**src/rtl/lsch_pkg.sv**
```systemverilog
package lsch_pkg;

    typedef enum logic [1:0] {
        ST_IDLE  = 2'd0,
        ST_ISSUE = 2'd1,
        ST_WAIT  = 2'd2
    } lsch_state_e;

endpackage

```
**src/rtl/lsch_tick_timer.sv**
```systemverilog
module lsch_tick_timer #(
    parameter int TICK_CYCLES = 100000,
    parameter int NUM_W       = 7
) (
    input  logic             clk,
    input  logic             rst_n,
    output logic             tick,
    output logic [NUM_W-1:0] tick_num
);

    localparam int CYC_W = (TICK_CYCLES > 1) ? $clog2(TICK_CYCLES) : 1;
    localparam logic [CYC_W-1:0] CYC_LAST = CYC_W'(TICK_CYCLES - 1);

    typedef struct packed {
        logic [CYC_W-1:0] cyc;
        logic             tick;
        logic [NUM_W-1:0] num;
    } tmr_t;

    tmr_t r_q, r_d;

    always_comb begin
        r_d      = r_q;
        r_d.tick = 1'b0;
        r_d.cyc  = r_q.cyc + 1'b1;
        if (r_q.cyc == CYC_LAST) begin
            r_d.cyc  = '0;
            r_d.tick = 1'b1;
            r_d.num  = r_q.num + 1'b1;
        end
    end

    always_ff @(posedge clk or negedge rst_n) begin
        if (!rst_n) begin
            r_q <= '0;
        end else begin
            r_q <= r_d;
        end
    end

    assign tick     = r_q.tick;
    assign tick_num = r_q.num;

    // each new tick advances the tick number by exactly one (wrapping)
    assert_tick_step_R1: assert property (@(posedge clk) disable iff (!rst_n)
        $rose(tick) |-> tick_num == NUM_W'($past(tick_num) + 1'b1));

endmodule

```
**src/rtl/lsch_due_mask.sv**
```systemverilog
module lsch_due_mask #(
    parameter int N_LINKS = 8,
    parameter int NUM_W   = N_LINKS - 1
) (
    input  logic               clk,
    input  logic               rst_n,
    input  logic [NUM_W-1:0]   tick_num,
    output logic [N_LINKS-1:0] due
);

    for (genvar k = 0; k < N_LINKS; k++) begin : g_due
        if (k == 0) begin : g_base
            assign due[k] = 1'b1;
        end else begin : g_div
            assign due[k] = (tick_num[k-1:0] == '0);
            // a link with a longer period is only due when all shorter ones are
            assert_due_nested_R2: assert property (@(posedge clk) disable iff (!rst_n)
                due[k] |-> due[k-1]);
        end
    end

endmodule

```
**src/rtl/lsch_server.sv**
```systemverilog
module lsch_server
    import lsch_pkg::*;
#(
    parameter int N_LINKS = 8,
    parameter int CNT_W   = 4,
    parameter int LID_W   = $clog2(N_LINKS)
) (
    input  logic                       clk,
    input  logic                       rst_n,
    input  logic                       tick,
    input  logic [N_LINKS-1:0]         due,
    input  logic [N_LINKS-1:0]         link_en,
    input  logic [N_LINKS*CNT_W-1:0]   pkt_cnt,
    input  logic                       gen_done,
    output logic                       trig,
    output logic [LID_W-1:0]           trig_link,
    output logic [CNT_W-1:0]           trig_idx,
    output logic                       overrun
);

    typedef struct packed {
        lsch_state_e        st;
        logic [N_LINKS-1:0] pend;
        logic [CNT_W-1:0]   idx;
        logic               trig;
        logic [LID_W-1:0]   link;
        logic [CNT_W-1:0]   oidx;
        logic               ovr;
    } srv_t;

    srv_t r_q, r_d;

    logic [N_LINKS-1:0] elig;
    logic [LID_W-1:0]   sel;
    logic [CNT_W-1:0]   sel_cnt;
    logic               sel_last;

    always_comb begin
        for (int i = 0; i < N_LINKS; i++) begin
            elig[i] = due[i] & link_en[i] & (pkt_cnt[i*CNT_W +: CNT_W] != '0);
        end
    end

    // lowest pending link number wins: shortest period first
    always_comb begin
        sel = '0;
        for (int i = N_LINKS - 1; i >= 0; i--) begin
            if (r_q.pend[i]) begin
                sel = LID_W'(i);
            end
        end
    end

    assign sel_cnt  = pkt_cnt[sel*CNT_W +: CNT_W];
    assign sel_last = ({1'b0, r_q.idx} + 1'b1) >= {1'b0, sel_cnt};

    always_comb begin
        r_d      = r_q;
        r_d.trig = 1'b0;
        r_d.ovr  = 1'b0;
        if (tick) begin
            r_d.ovr  = (r_q.st != ST_IDLE);
            r_d.pend = elig;
            r_d.idx  = '0;
            r_d.st   = (elig != '0) ? ST_ISSUE : ST_IDLE;
        end else begin
            unique case (r_q.st)
                ST_ISSUE: begin
                    r_d.trig = 1'b1;
                    r_d.link = sel;
                    r_d.oidx = r_q.idx;
                    r_d.st   = ST_WAIT;
                end
                ST_WAIT: begin
                    if (gen_done) begin
                        if (sel_last) begin
                            r_d.pend[sel] = 1'b0;
                            r_d.idx       = '0;
                            r_d.st        = (r_d.pend != '0) ? ST_ISSUE : ST_IDLE;
                        end else begin
                            r_d.idx = r_q.idx + 1'b1;
                            r_d.st  = ST_ISSUE;
                        end
                    end
                end
                default: begin
                    r_d.st = ST_IDLE;
                end
            endcase
        end
    end

    always_ff @(posedge clk or negedge rst_n) begin
        if (!rst_n) begin
            r_q <= '0;
        end else begin
            r_q <= r_d;
        end
    end

    assign trig      = r_q.trig;
    assign trig_link = r_q.link;
    assign trig_idx  = r_q.oidx;
    assign overrun   = r_q.ovr;

    assert_trig_pulse_R5: assert property (@(posedge clk) disable iff (!rst_n)
        trig |=> !trig);

    assert_trig_after_issue_R5: assert property (@(posedge clk) disable iff (!rst_n)
        trig |-> $past(r_q.st) == ST_ISSUE);

    assert_overrun_on_tick_R8: assert property (@(posedge clk) disable iff (!rst_n)
        overrun |-> $past(tick));

    assert_pend_while_busy_R3: assert property (@(posedge clk) disable iff (!rst_n)
        (r_q.st != ST_IDLE) |-> (r_q.pend != '0));

endmodule

```
**src/rtl/pow2_link_sched.sv**
```systemverilog
module pow2_link_sched #(
    parameter int N_LINKS     = 8,
    parameter int CNT_W       = 4,
    parameter int TICK_CYCLES = 100000,
    localparam int LID_W      = $clog2(N_LINKS)
) (
    input  logic                     clk,
    input  logic                     rst_n,
    input  logic [N_LINKS-1:0]       link_en,
    input  logic [N_LINKS*CNT_W-1:0] pkt_cnt,
    input  logic                     gen_done,
    output logic                     trig,
    output logic [LID_W-1:0]         trig_link,
    output logic [CNT_W-1:0]         trig_idx,
    output logic                     overrun
);

    localparam int NUM_W = N_LINKS - 1;

    logic               tick;
    logic [NUM_W-1:0]   tick_num;
    logic [N_LINKS-1:0] due;

    lsch_tick_timer #(
        .TICK_CYCLES (TICK_CYCLES),
        .NUM_W       (NUM_W)
    ) u_timer (
        .clk      (clk),
        .rst_n    (rst_n),
        .tick     (tick),
        .tick_num (tick_num)
    );

    lsch_due_mask #(
        .N_LINKS (N_LINKS),
        .NUM_W   (NUM_W)
    ) u_due (
        .clk      (clk),
        .rst_n    (rst_n),
        .tick_num (tick_num),
        .due      (due)
    );

    lsch_server #(
        .N_LINKS (N_LINKS),
        .CNT_W   (CNT_W),
        .LID_W   (LID_W)
    ) u_srv (
        .clk       (clk),
        .rst_n     (rst_n),
        .tick      (tick),
        .due       (due),
        .link_en   (link_en),
        .pkt_cnt   (pkt_cnt),
        .gen_done  (gen_done),
        .trig      (trig),
        .trig_link (trig_link),
        .trig_idx  (trig_idx),
        .overrun   (overrun)
    );

endmodule

```
**config.mk**
```make
export PLATFORM = sky130hd
export DESIGN_NAME = pow2_link_sched
export DESIGN_NICKNAME = d
export VERILOG_FILES = /design/src/rtl/lsch_pkg.sv /design/src/rtl/lsch_tick_timer.sv /design/src/rtl/lsch_due_mask.sv /design/src/rtl/lsch_server.sv /design/src/rtl/pow2_link_sched.sv
export SDC_FILE = /design/constraint.sdc
export NUM_CORES = 1
export LEC_CHECK = 0
export ABC_AREA = 1
export BUFFER_PORTS_ARGS = -buffer_cell sky130_fd_sc_hd__buf_2
export CAP_MARGIN = 20
export CORE_MARGIN = 2
export CORE_UTILIZATION = 45
export DETAILED_ROUTE_END_ITERATION = 7
export MAX_ROUTING_LAYER = met4
export PLACE_DENSITY = 0.71
export SLEW_MARGIN = 20
export SYNTH_ARGS = -nofsm -noshare
export SYNTH_HDL_FRONTEND = slang
export SYNTH_SLANG_ARGS = --single-unit
```
**constraint.sdc**
```tcl
create_clock -name clk -period 7.45 [get_ports clk]
set_input_delay 1.49 -clock clk [delete_from_list [all_inputs] [get_ports clk]]
set_output_delay 1.49 -clock clk [all_outputs]
set_load 0.02 [all_outputs]
```
Word-level counts from Yosys, hierarchy flattened
Cells that the tools add are included.
{ "totals": {"output_inout_bits": 9, "mem_count": 0, "wordCells": 88, "mem_bits_ro": 0, "latchBits": 0, "input_bits": 43, "ramBits": 0, "ff_bits": 48} }
{ "op_classes": {"mux": 23, "addsub": 4, "magnitude_cmp": 3, "n_div": 0, "n_mul": 0, "eq_ne": 4, "shift": 1, "n_bitwise": 19, "reduce_logical": 24} }
{ "ops": {"columns": ["cell", "count"], "rows": [
  ["$reduce_bool 4->1", 8],
  ["$shiftx 32x6->4", 1],
  ["$mux 14", 2],
  ["$mux 25", 1],
  ["$mux 3", 8],
  ["$mux 8", 3],
  ["$add 17x1->17 const B", 1],
  ["$eq 17x17->1 const B", 1],
  ["$reduce_bool 8->1", 2],
  ["$and 1x1->1", 15],
  ["$mux 12", 1],
  ["$and 8x8->8", 1],
  ["$not 8->8", 1],
  ["$reduce_bool 2->1", 4],
  ["$add 7x1->7 const B", 1],
  ["$logic_not 7->1", 1],
  ["$logic_not 6->1", 1],
  ["$add 4x1->5 const B", 1],
  ["$ge 5x4->1", 1],
  ["$logic_not 5->1", 1],
  ["$add 4x1->4 const B", 1],
  ["$logic_not 4->1", 1],
  ["$lt 3x4->1 const B", 1],
  ["$mux 1", 4],
  ["14 further kinds", 16]
]} }

Longest topological paths before layout
Gate-level depths: netlist of the first run.
{ "depth": {"ltp_word": 20, "mapped_depth": 23} }

Modules after synthesis
Synthesis of the first run repeated with hierarchy kept, for this count alone.
{ "unflattened": {"cells_unflattened": 494, "hier_area_um2": 3447.1} }
{ "by_module_without_submodules": {"columns": ["mod", "cells_each", "seq_area_each_um2", "area_per_inst_um2", "instances"], "rows": [
  ["lsch_server", 264, 575.6, 1793.0, 1],
  ["lsch_tick_timer", 215, 625.6, 1587.8, 1],
  ["lsch_due_mask", 15, 0.0, 66.3, 1]
]} }

Worst setup path after synthesis of the first run
OpenSTA, ideal clock, no wires.
{ "synth_timing": {"path_type": "in2reg", "start": "in pkt_cnt[6]", "end": "reg u_srv.r_q[16] in the netlist's numbering", "setup_slack_ps": 4391, "arrival_ps": 2938, "setup_ps": 121, "path_stages": 15, "path_buffers": 1, "path_cell_list": "inv_1 > o21ai_0 > a21oi_1 > nor2_1 > nand2_1 > ha_1 > nand2_1 > nand2_1 > nand3_1 > nand4_1 > o21ai_2 > inv_2 > buf_6 > nand3_1 > o21ai_1"} }
{ "synth_via": {"elab_chain_len": 4} }
{ "synth_rtl": {"columns": ["element", "line", "text"], "rows": [
  ["start: declaration", "pow2_link_sched.sv:10", "input logic [N_LINKS*CNT_W-1:0] pkt_cnt,"],
  ["$shiftx 32x6->4", "lsch_server.sv:54", "assign sel_cnt = pkt_cnt[sel*CNT_W +: CNT_W];"],
  ["$ge 5x4->1", "lsch_server.sv:55", "assign sel_last = ({1'b0, r_q.idx} + 1'b1) >= {1'b0, sel_cnt};"],
  ["$reduce_bool 2->1 (no source line)", null, null],
  ["$reduce_and 3->1 (no source line)", null, null],
  ["end signal: assignment", "lsch_server.sv:97", "r_q <= r_d;"],
  ["end: declaration", "lsch_server.sv:31", "srv_t r_q, r_d;"]
]} }
No other way between the ends.
A chain may end at the register's enable or synchronous reset.

Worst setup path in the final report of the first run
{ "layout_timing": {"start": "reg u_srv.r_q[19] in the netlist's numbering", "end": "reg u_srv.r_q[20] in the netlist's numbering"} }
{ "layout_via": {"elab_chain_len": 17} }
{ "layout_rtl": {"columns": ["element", "line", "text"], "rows": [
  ["$mux 3 (*) (7 in a row)", "lsch_server.sv:48", "if (r_q.pend[i]) begin"],
  ["$lt 3x4->1 (implied by the code) / $ge 3x1->1 (equally long branches)", "lsch_server.sv:77", "r_d.pend[sel] = 1'b0;"],
  ["$logic_and 1x1->1 (implied by the code)", "lsch_server.sv:77", null],
  ["$mux 1 (implied by the code)", "lsch_server.sv:77", null],
  ["$demux 1 s3", null, null],
  ["$not 8->8 (no source line)", null, null],
  ["$and 8x8->8 (no source line)", null, null],
  ["$mux 8", "lsch_server.sv:76", "if (sel_last) begin"],
  ["$mux 14", "lsch_server.sv:75", "if (gen_done) begin"],
  ["$mux 12", "lsch_server.sv:67", "unique case (r_q.st)"],
  ["$mux 14", "lsch_server.sv:61", "if (tick) begin"]
]} }
Mark *: on every way between the ends. The rest lies on a longest branch, timed or not. The select of a mux whose other input is x is not followed.

==> results by group, run 1 <==
Logic synthesis
  • Synthesis-stage register bit count: 48
  • Library cells used by synthesis: 35
  • Syn nets: 465
  • Synthesized instance count: 414
  • Syn Area/Cell: approximately 7.4 sq um
  • Cell area after synthesis: 0.00308 sq mm
  • Sequential fraction of the synthesis area: 0.390
  • Syn. warnings: 0

Clocking
  • Clock sinks: between 40 and 50
  • # Post-CTS Setup Buffers: 0
  • PostCTS Resize Cnt: 0
  • Root Driver: clkbuf_8
  • # hold bufs at CTS: 0
  • Max Buffers Root-to-Sink: 2
  • Worst skew pair latency: between 0.2 and 0.3 ns
  • Htree depth: 2
  • CTS clk-pin slew, worst paths: 0.09 ns
  • CTS buffer count: 5
  • CTS tree: done

Worst setup path
  • Slowest cell on crit path: dfrtp_1
  • Max incr delay on CP: around 0.42 ns
  • Worst r2r src: u_srv.r_q[19]$_DFFE_PN0P_
  • Critical path's most frequent cell: nand2_1
  • Data arrival time of the worst path: between 3 and 4 ns
  • FF-to-FF setup slack: 4.35 ns
  • Startpoint Class: register
  • Worst Path Buf+Inv: 4
  • Critical Path Fanout Max: 21
  • Crit. path cell count: 22
  • WS Path Type: reg2reg
  • Critical path required time: 7.63 ns
  • CP Capture Type: register
  • Reg2reg path depth: 22
  • Largest delay contributor family on the critical path: simple AND/OR/NAND/NOR gates
  • Reg2reg end: u_srv.r_q[20]$_DFFE_PN0P_
  • Critical Path Start: u_srv.r_q[19]$_DFFE_PN0P_
  • Setup crit end: u_srv.r_q[20]$_DFFE_PN0P_
  • Cell Chain, Critical Path: inv_2 -> nand2_1 -> nand2_1 -> nand2_1 -> nand2_1 -> nand2_1 -> nand2_2 -> nand2_2 -> inv_1 -> nand2_1 -> nand3_1 -> nand3_1 -> nor2_1 -> ha_1 -> nand2_1 -> inv_1 -> nand4_1 -> nand4_1 -> o21ai_2 -> inv_2 -> o211ai_1 -> o21ai_1

Routing
  • 1st-iter DRT viols: between 100 and 150
  • DR vias/cell: between 5 and 6
  • Routed Antenna Nets: 0
  • DR vias: about 2,800
  • Residual DRC: 0
  • Drt total wl: roughly 7000 microns
  • DRT Pass-1 Iters: 5
  • Drt wl/cell: ~13 microns

Flow run
  • # Max-Cap Violations: 0

Floorplan
  • Core Region: around 0.0067 sq mm
  • Die area: 0.00753 sq mm
  • Num ports: between 50 and 60
  • Die W: between 80 and 90 microns
  • Initial cell density of the core: 0.459
  • Die H: 86.8 microns
  • Row Count: 30

Timing
  • Slew Limit Fails: 0
  • Actual slew at the worst max-slew pin: ~0.6 ns
  • Relative max-transition margin: 0.602
  • Upper clock frequency limit: about 320 MHz
  • Post-route setup slack: roughly 4.3 ns
  • Final Hold Fails: 0
  • Final Skew: between 0.01 and 0.015 ns
  • Tcrit/Tclk final: 0.417
  • TNS Setup: 0 ns
  • Worst hold margin: ~0.45 ns
  • Final Critical Period: a little over 3 ns
  • Final setup fails: 0
  • Unrepaired setup endpoints after global routing: false

Place
  • IO buf count: 51
  • Gp weighted congestion: slightly below 1
  • Pre-CTS setup slack: approximately 4.1 ns
  • Hpwl dp: around 5700 microns
  • Dpl cell area: 0.00334 sq mm

Global routing
  • First-pass GRT wire length: around 12,000 microns
  • Overall routing resource usage: 0.208
  • Remaining Overflow, GRT: 0
  • Initial antenna violation count: 0
  • Vias in the first global route: about 2,700
  • Largest net degree at the start of global routing: 49

Finish
  • NumNets Final: 510
  • Inserted Diodes: 0
  • Fillers: 663
  • Area growth syn-to-layout: 11.6%
  • Final Cell Area: about 0.0034 sq mm
  • Fraction of layout cells with a size suffix above 1: 0.187

Pwr
  • Max IR drop VDD: 0.115 mV
  • Cell area power density: ~270 mW/mm^2
  • Leak pwr: between 1.5 and 2 nW
  • Pwr Total: around 0.94 mW

Outcome
  • Status: completed

Worst hold path
  • HP Class: reg2reg
cell usage in the layout (no fill, tap or decap), types with 4 or more instances in the layout:
cell type	Yosys	final
nand2_1	80	80
inv_1	51	51
buf_2	2	50
dfrtp_1	48	48
nand3_1	44	44
nor2_1	44	44
xor2_1	15	15
a21oi_1	15	15
nor3_1	14	14
o21ai_0	13	13
nand4_1	12	12
ha_1	8	8
nand2_2	7	7
o21ai_1	7	7
clkbuf_8	0	6
nand3b_1	5	5
inv_2	4	4
nor2_2	4	4
nor2_4	4	4
o22ai_1	4	4
nor4_1	4	4
flip-flops by register name, summed over array words and instances (netlist names):
signal            count
u_timer.tick          1
u_srv.trig_link       3
u_srv.trig_idx        4
u_timer.tick_num      7
u_srv.r_q            14
u_timer.r_q          17
u_srv.overrun         1
u_srv.trig            1
worst min-delay path by stage:
stage / slack, ns / endpoint / depth (start not counted) / from
detailed placement: 0.45 / u_srv.trig$_DFF_PN0_ / 1 / u_srv.r_q[22]$_DFFE_PN0P_
CTS: 0.45 / u_srv.trig$_DFF_PN0_ / 1 / u_srv.r_q[22]$_DFFE_PN0P_
global route: 0.47 / u_timer.r_q[8]$_DFF_PN0_ / 1 / u_timer.r_q[8]$_DFF_PN0_
floorplan: 0.43 / u_srv.trig$_DFF_PN0_ / 1 / u_srv.r_q[22]$_DFFE_PN0P_
global placement: 0.44 / u_srv.trig$_DFF_PN0_ / 1 / u_srv.r_q[22]$_DFFE_PN0P_
finish: 0.45 / u_srv.trig$_DFF_PN0_ / 1 / u_srv.r_q[22]$_DFFE_PN0P_
synthesized netlist by cell type:
cell / instances / share of area
nand2_1: 80 / 0.097
o21ai_1: 7 / 0.011
or2_1: 1 / 0.0020
o22ai_1: 4 / 0.0081
a22oi_1: 1 / 0.0024
xor2_1: 15 / 0.043
clkinv_1: 2 / 0.0024
or2_2: 2 / 0.0041
nor4_1: 4 / 0.0081
nor2_1: 44 / 0.054
dfrtp_1: 48 / 0.39
nor3_1: 14 / 0.023
or2_0: 1 / 0.0020
o21ai_2: 1 / 0.0028
o21ai_0: 13 / 0.021
nor3_2: 1 / 0.0032
nand3_2: 2 / 0.0065
a21oi_1: 15 / 0.024
nor2_2: 4 / 0.0081
buf_2: 2 / 0.0032
nand3b_1: 5 / 0.012
nand4_1: 12 / 0.024
nand3_1: 44 / 0.071
buf_6: 2 / 0.0073
inv_1: 51 / 0.062
nand2_2: 7 / 0.014
o211ai_1: 2 / 0.0049
buf_4: 7 / 0.017
inv_2: 4 / 0.0049
a21oi_2: 1 / 0.0028
nor2_4: 4 / 0.015
clkbuf_1: 2 / 0.0024
xnor2_1: 2 / 0.0057
ha_1: 8 / 0.032
nand2_4: 2 / 0.0073
cell families (layout without fill, tap and decap cells):
| family | after synthesis | after routing | share of synthesized area |
|---|---|---|---|
| AO/OA/AOI/OAI | 44 | 44 | 0.0780 |
| AND/OR/NAND/NOR | 227 | 227 | 0.352 |
| buffers and inverters | 70 | 115 | 0.0995 |
| XOR/XNOR | 17 | 17 | 0.0483 |
| flip-flops | 48 | 48 | 0.390 |
| adder cells (fa/ha/maj) | 8 | 8 | 0.0325 |
worst register-to-register path, delay by kind of cell, from the launching register on:
family | cells | cell delay (ns)
buffers and inverters | 4 | 0.56
DFF | 1 | 0.42
adders and majority gates | 1 | 0.26
AOI/OAI and AO/OA | 3 | 0.46
and+or+nand+nor | 14 | 1.28
routing by layer:
| layer | global-route usage | vias up | share of wire |
|---|---|---|---|
| met1 | 0.254 | 1266 | 0.45 |
| met4 | 0.0881 | 0 | 0.026 |
| li1 | - | 1429 | - |
| met3 | 0.0476 | 17 | 0.056 |
| met2 | 0.332 | 76 | 0.47 |
| met5 | - | - | 0 |
power by group:
group | switching, mW | internal [mW]
registers | 0.0417 | 0.306
clock network | 0.0836 | 0.0741
logic | 0.281 | 0.151
total | 0.406 | 0.532
cell type report:
cell class,instances,area (sq um),area share
clock buffers,6,82.6,0.0240
clock inverters,1,8.76,0.00255
inverters,57,214,0.0622
multi-input cells,296,1570,0.458
flip-flops and latches,48,1200,0.349
well taps,80,100,0.0291
repair buffers,51,258,0.0750
metrics by stage:
stage | utilization | instances
floorplan | - | 414
global placement | 0.498 | 532
detailed placement | 0.498 | 532
CTS | 0.511 | 539
global route | 0.512 | 539
finish | 0.512 | 539
No activity file was read; power rests on OpenSTA's default activity.
==> inputs of run 2 (changes only) <==
PLACE_DENSITY = 0.74   (was 0.71)
clock period = 2.71 ns   (was 7.45 ns; I/O delays follow)
==> results by group, run 2 (synthesized netlist as in run 1, its figures left out) <==
Finish
  • NumNets Final: ~530
  • Max FFs per register: 17
  • Inserted Diodes: 0
  • Non-Filler Instances: about 560
  • Multi-input logic area: ~0.0016 sq mm
  • Fraction of layout cells with a size suffix above 1: 0.234
  • Biggest register: u_timer.r_q
  • Fillers: roughly 620
  • Commonest non-fill, non-tap cell in the layout: nand2_1
  • Sequential cell area: approximately 0.0012 sq mm
  • Commonest cells after routing, fill and taps aside: 80 x nand2_1, 51 x buf_2, 50 x inv_1, 47 x dfrtp_1, 43 x nor2_1
  • Final Cell Area: ~0.0037 sq mm
  • Area growth syn-to-layout: 18.7%
  • Layout Utilization: 0.544

Worst setup path
  • Data arrival time of the worst path: 2.88 ns
  • Cell Chain, Critical Path: nor2_4 -> nand2_4 -> nand2_2 -> nand2_2 -> nor2_4 -> nand3_2 -> or2_0 -> nand3_1 -> nor2_1 -> ha_1 -> nand2_1 -> nor2_1 -> nand2_1 -> nand4_1 -> o21ai_2 -> inv_2 -> o211ai_1 -> o21ai_1
  • Slowest cell on crit path: dfrtp_2
  • Max incr delay on CP: approximately 0.45 ns
  • WS Path Type: reg2reg
  • Largest delay contributor family on the critical path: simple AND/OR/NAND/NOR gates
  • CP Capture Type: register
  • Worst Path Buf+Inv: 1
  • Startpoint Class: register
  • Critical Path Fanout Max: 11
  • Critical path required time: 2.91 ns

Clocking
  • CTS buffer count: 5
  • Htree depth: 2
  • # hold bufs at CTS: 0
  • CTS clk-pin slew, worst paths: approximately 0.10 ns
  • Clock sinks: 48
  • Worst skew pair latency: a little over 0.3 ns
  • Root Driver: clkbuf_8
  • Max Buffers Root-to-Sink: 2
  • CTS tree: done

Routing
  • DR vias: a little under 3,000
  • Residual DRC: 1
  • Drt total wl: between 7000 and 8000 microns
  • DRT Pass-1 Iters: 6
  • Routed Antenna Nets: 0
  • Drt wl/cell: approximately 14 microns
  • 1st-iter DRT viols: around 170
  • DR vias/cell: between 5 and 6

Timing
  • TNS Setup: 0 ns
  • Slew Limit Fails: 0
  • Worst hold margin: 0.132 ns
  • Final Critical Period: between 2 and 3 ns
  • Unrepaired setup endpoints after global routing: true
  • Relative max-transition margin: 0.661
  • Actual slew at the worst max-slew pin: between 0.5 and 0.6 ns
  • Tcrit/Tclk final: 0.990
  • Final Skew: between 0.015 and 0.02 ns
  • Final Hold Fails: 0
  • Post-route setup slack: between 0.02 and 0.03 ns
  • Upper clock frequency limit: roughly 370 MHz
  • Final setup fails: 0

Place
  • Dpl cell area: between 0.003 and 0.004 sq mm
  • Hpwl dp: between 6000 and 7000 microns
  • IO buf count: between 50 and 60
  • Gp weighted congestion: about 1
  • Cells after DPL: around 540
  • Pre-CTS setup slack: -0.0600 ns

Outcome
  • Failing checks: design-rule violations
  • Status: finished, violations left

Floorplan
  • Die W: ~87 microns
  • Row Count: 30
  • Core Region: ~0.0067 sq mm
  • Initial cell density of the core: 0.459
  • Num ports: 52
  • Die area: ~0.0075 sq mm
  • Die H: 86.8 microns

Pwr
  • Leak pwr: 1.86 nW
  • Max IR drop VDD: between 0.2 and 0.3 mV
  • Pwr Total: between 2 and 3 mW
  • Cell area power density: 819 mW/mm^2

Flow run
  • # Max-Cap Violations: 0

Global routing
  • Largest net degree at the start of global routing: 20
  • Remaining Overflow, GRT: 0
  • Vias in the first global route: approximately 2,700
  • Overall routing resource usage: 0.220
  • Initial antenna violation count: 0
  • First-pass GRT wire length: ~13,000 microns

Worst hold path
  • HP Class: in2async
run 2: layout make-up:
cell class	instances	share of cell area
timing repair buffer	70	0.110
clock buffer	5	0.0188
tap	80	0.0274
inverter	57	0.0585
clock inverter	3	0.0127
sequential	48	0.329
multi-input combinational	296	0.444
run 2: worst paths after layout:
kind | depth (start not counted) | slack (ns) | from | to
hold / removal | 1 | 0.13 | rst_n | u_srv.r_q[14]$_DFFE_PN0P_
hold reg to reg | 1 | 0.46 | u_srv.r_q[22]$_DFFE_PN0P_ | u_srv.trig$_DFF_PN0_
min in group clk | 1 | 0.46 | u_srv.r_q[22]$_DFFE_PN0P_ | u_srv.trig$_DFF_PN0_
max in group asynchronous | 2 | 1.97 | rst_n | u_srv.r_q[22]$_DFFE_PN0P_
setup / recovery | 18 | 0.03 | u_srv.r_q[17]$_DFFE_PN0P_ | u_srv.r_q[20]$_DFFE_PN0P_
setup reg to reg | 18 | 0.03 | u_srv.r_q[17]$_DFFE_PN0P_ | u_srv.r_q[20]$_DFFE_PN0P_
run 2: layer usage:
| layer | GRT usage | routed length [microns] | vias up | share of wire |
|---|---|---|---|---|
| met5 | - | 0 | - | 0 |
| met3 | 0.0333 | 411 | 19 | 0.053 |
| met2 | 0.372 | 3830 | 98 | 0.49 |
| met4 | 0.0938 | 226 | 0 | 0.029 |
| li1 | - | - | 1472 | - |
| met1 | 0.260 | 3300 | 1352 | 0.42 |
run 2: report_power, final:
part / switching (mW) / total (mW) / internal [mW]
combinational: 0.876 / 1.49 / 0.619
sequential: 0.121 / 0.964 / 0.843
clock: 0.257 / 0.536 / 0.278
total: 1.25 / 2.99 / 1.74
run 2: repair_timing:
action                                  in CTS  in global routing
resized for setup                            2                 12
endpoints found under the setup margin      11                 13
pin swaps                                    1                  6
buffers inserted                             3                  4
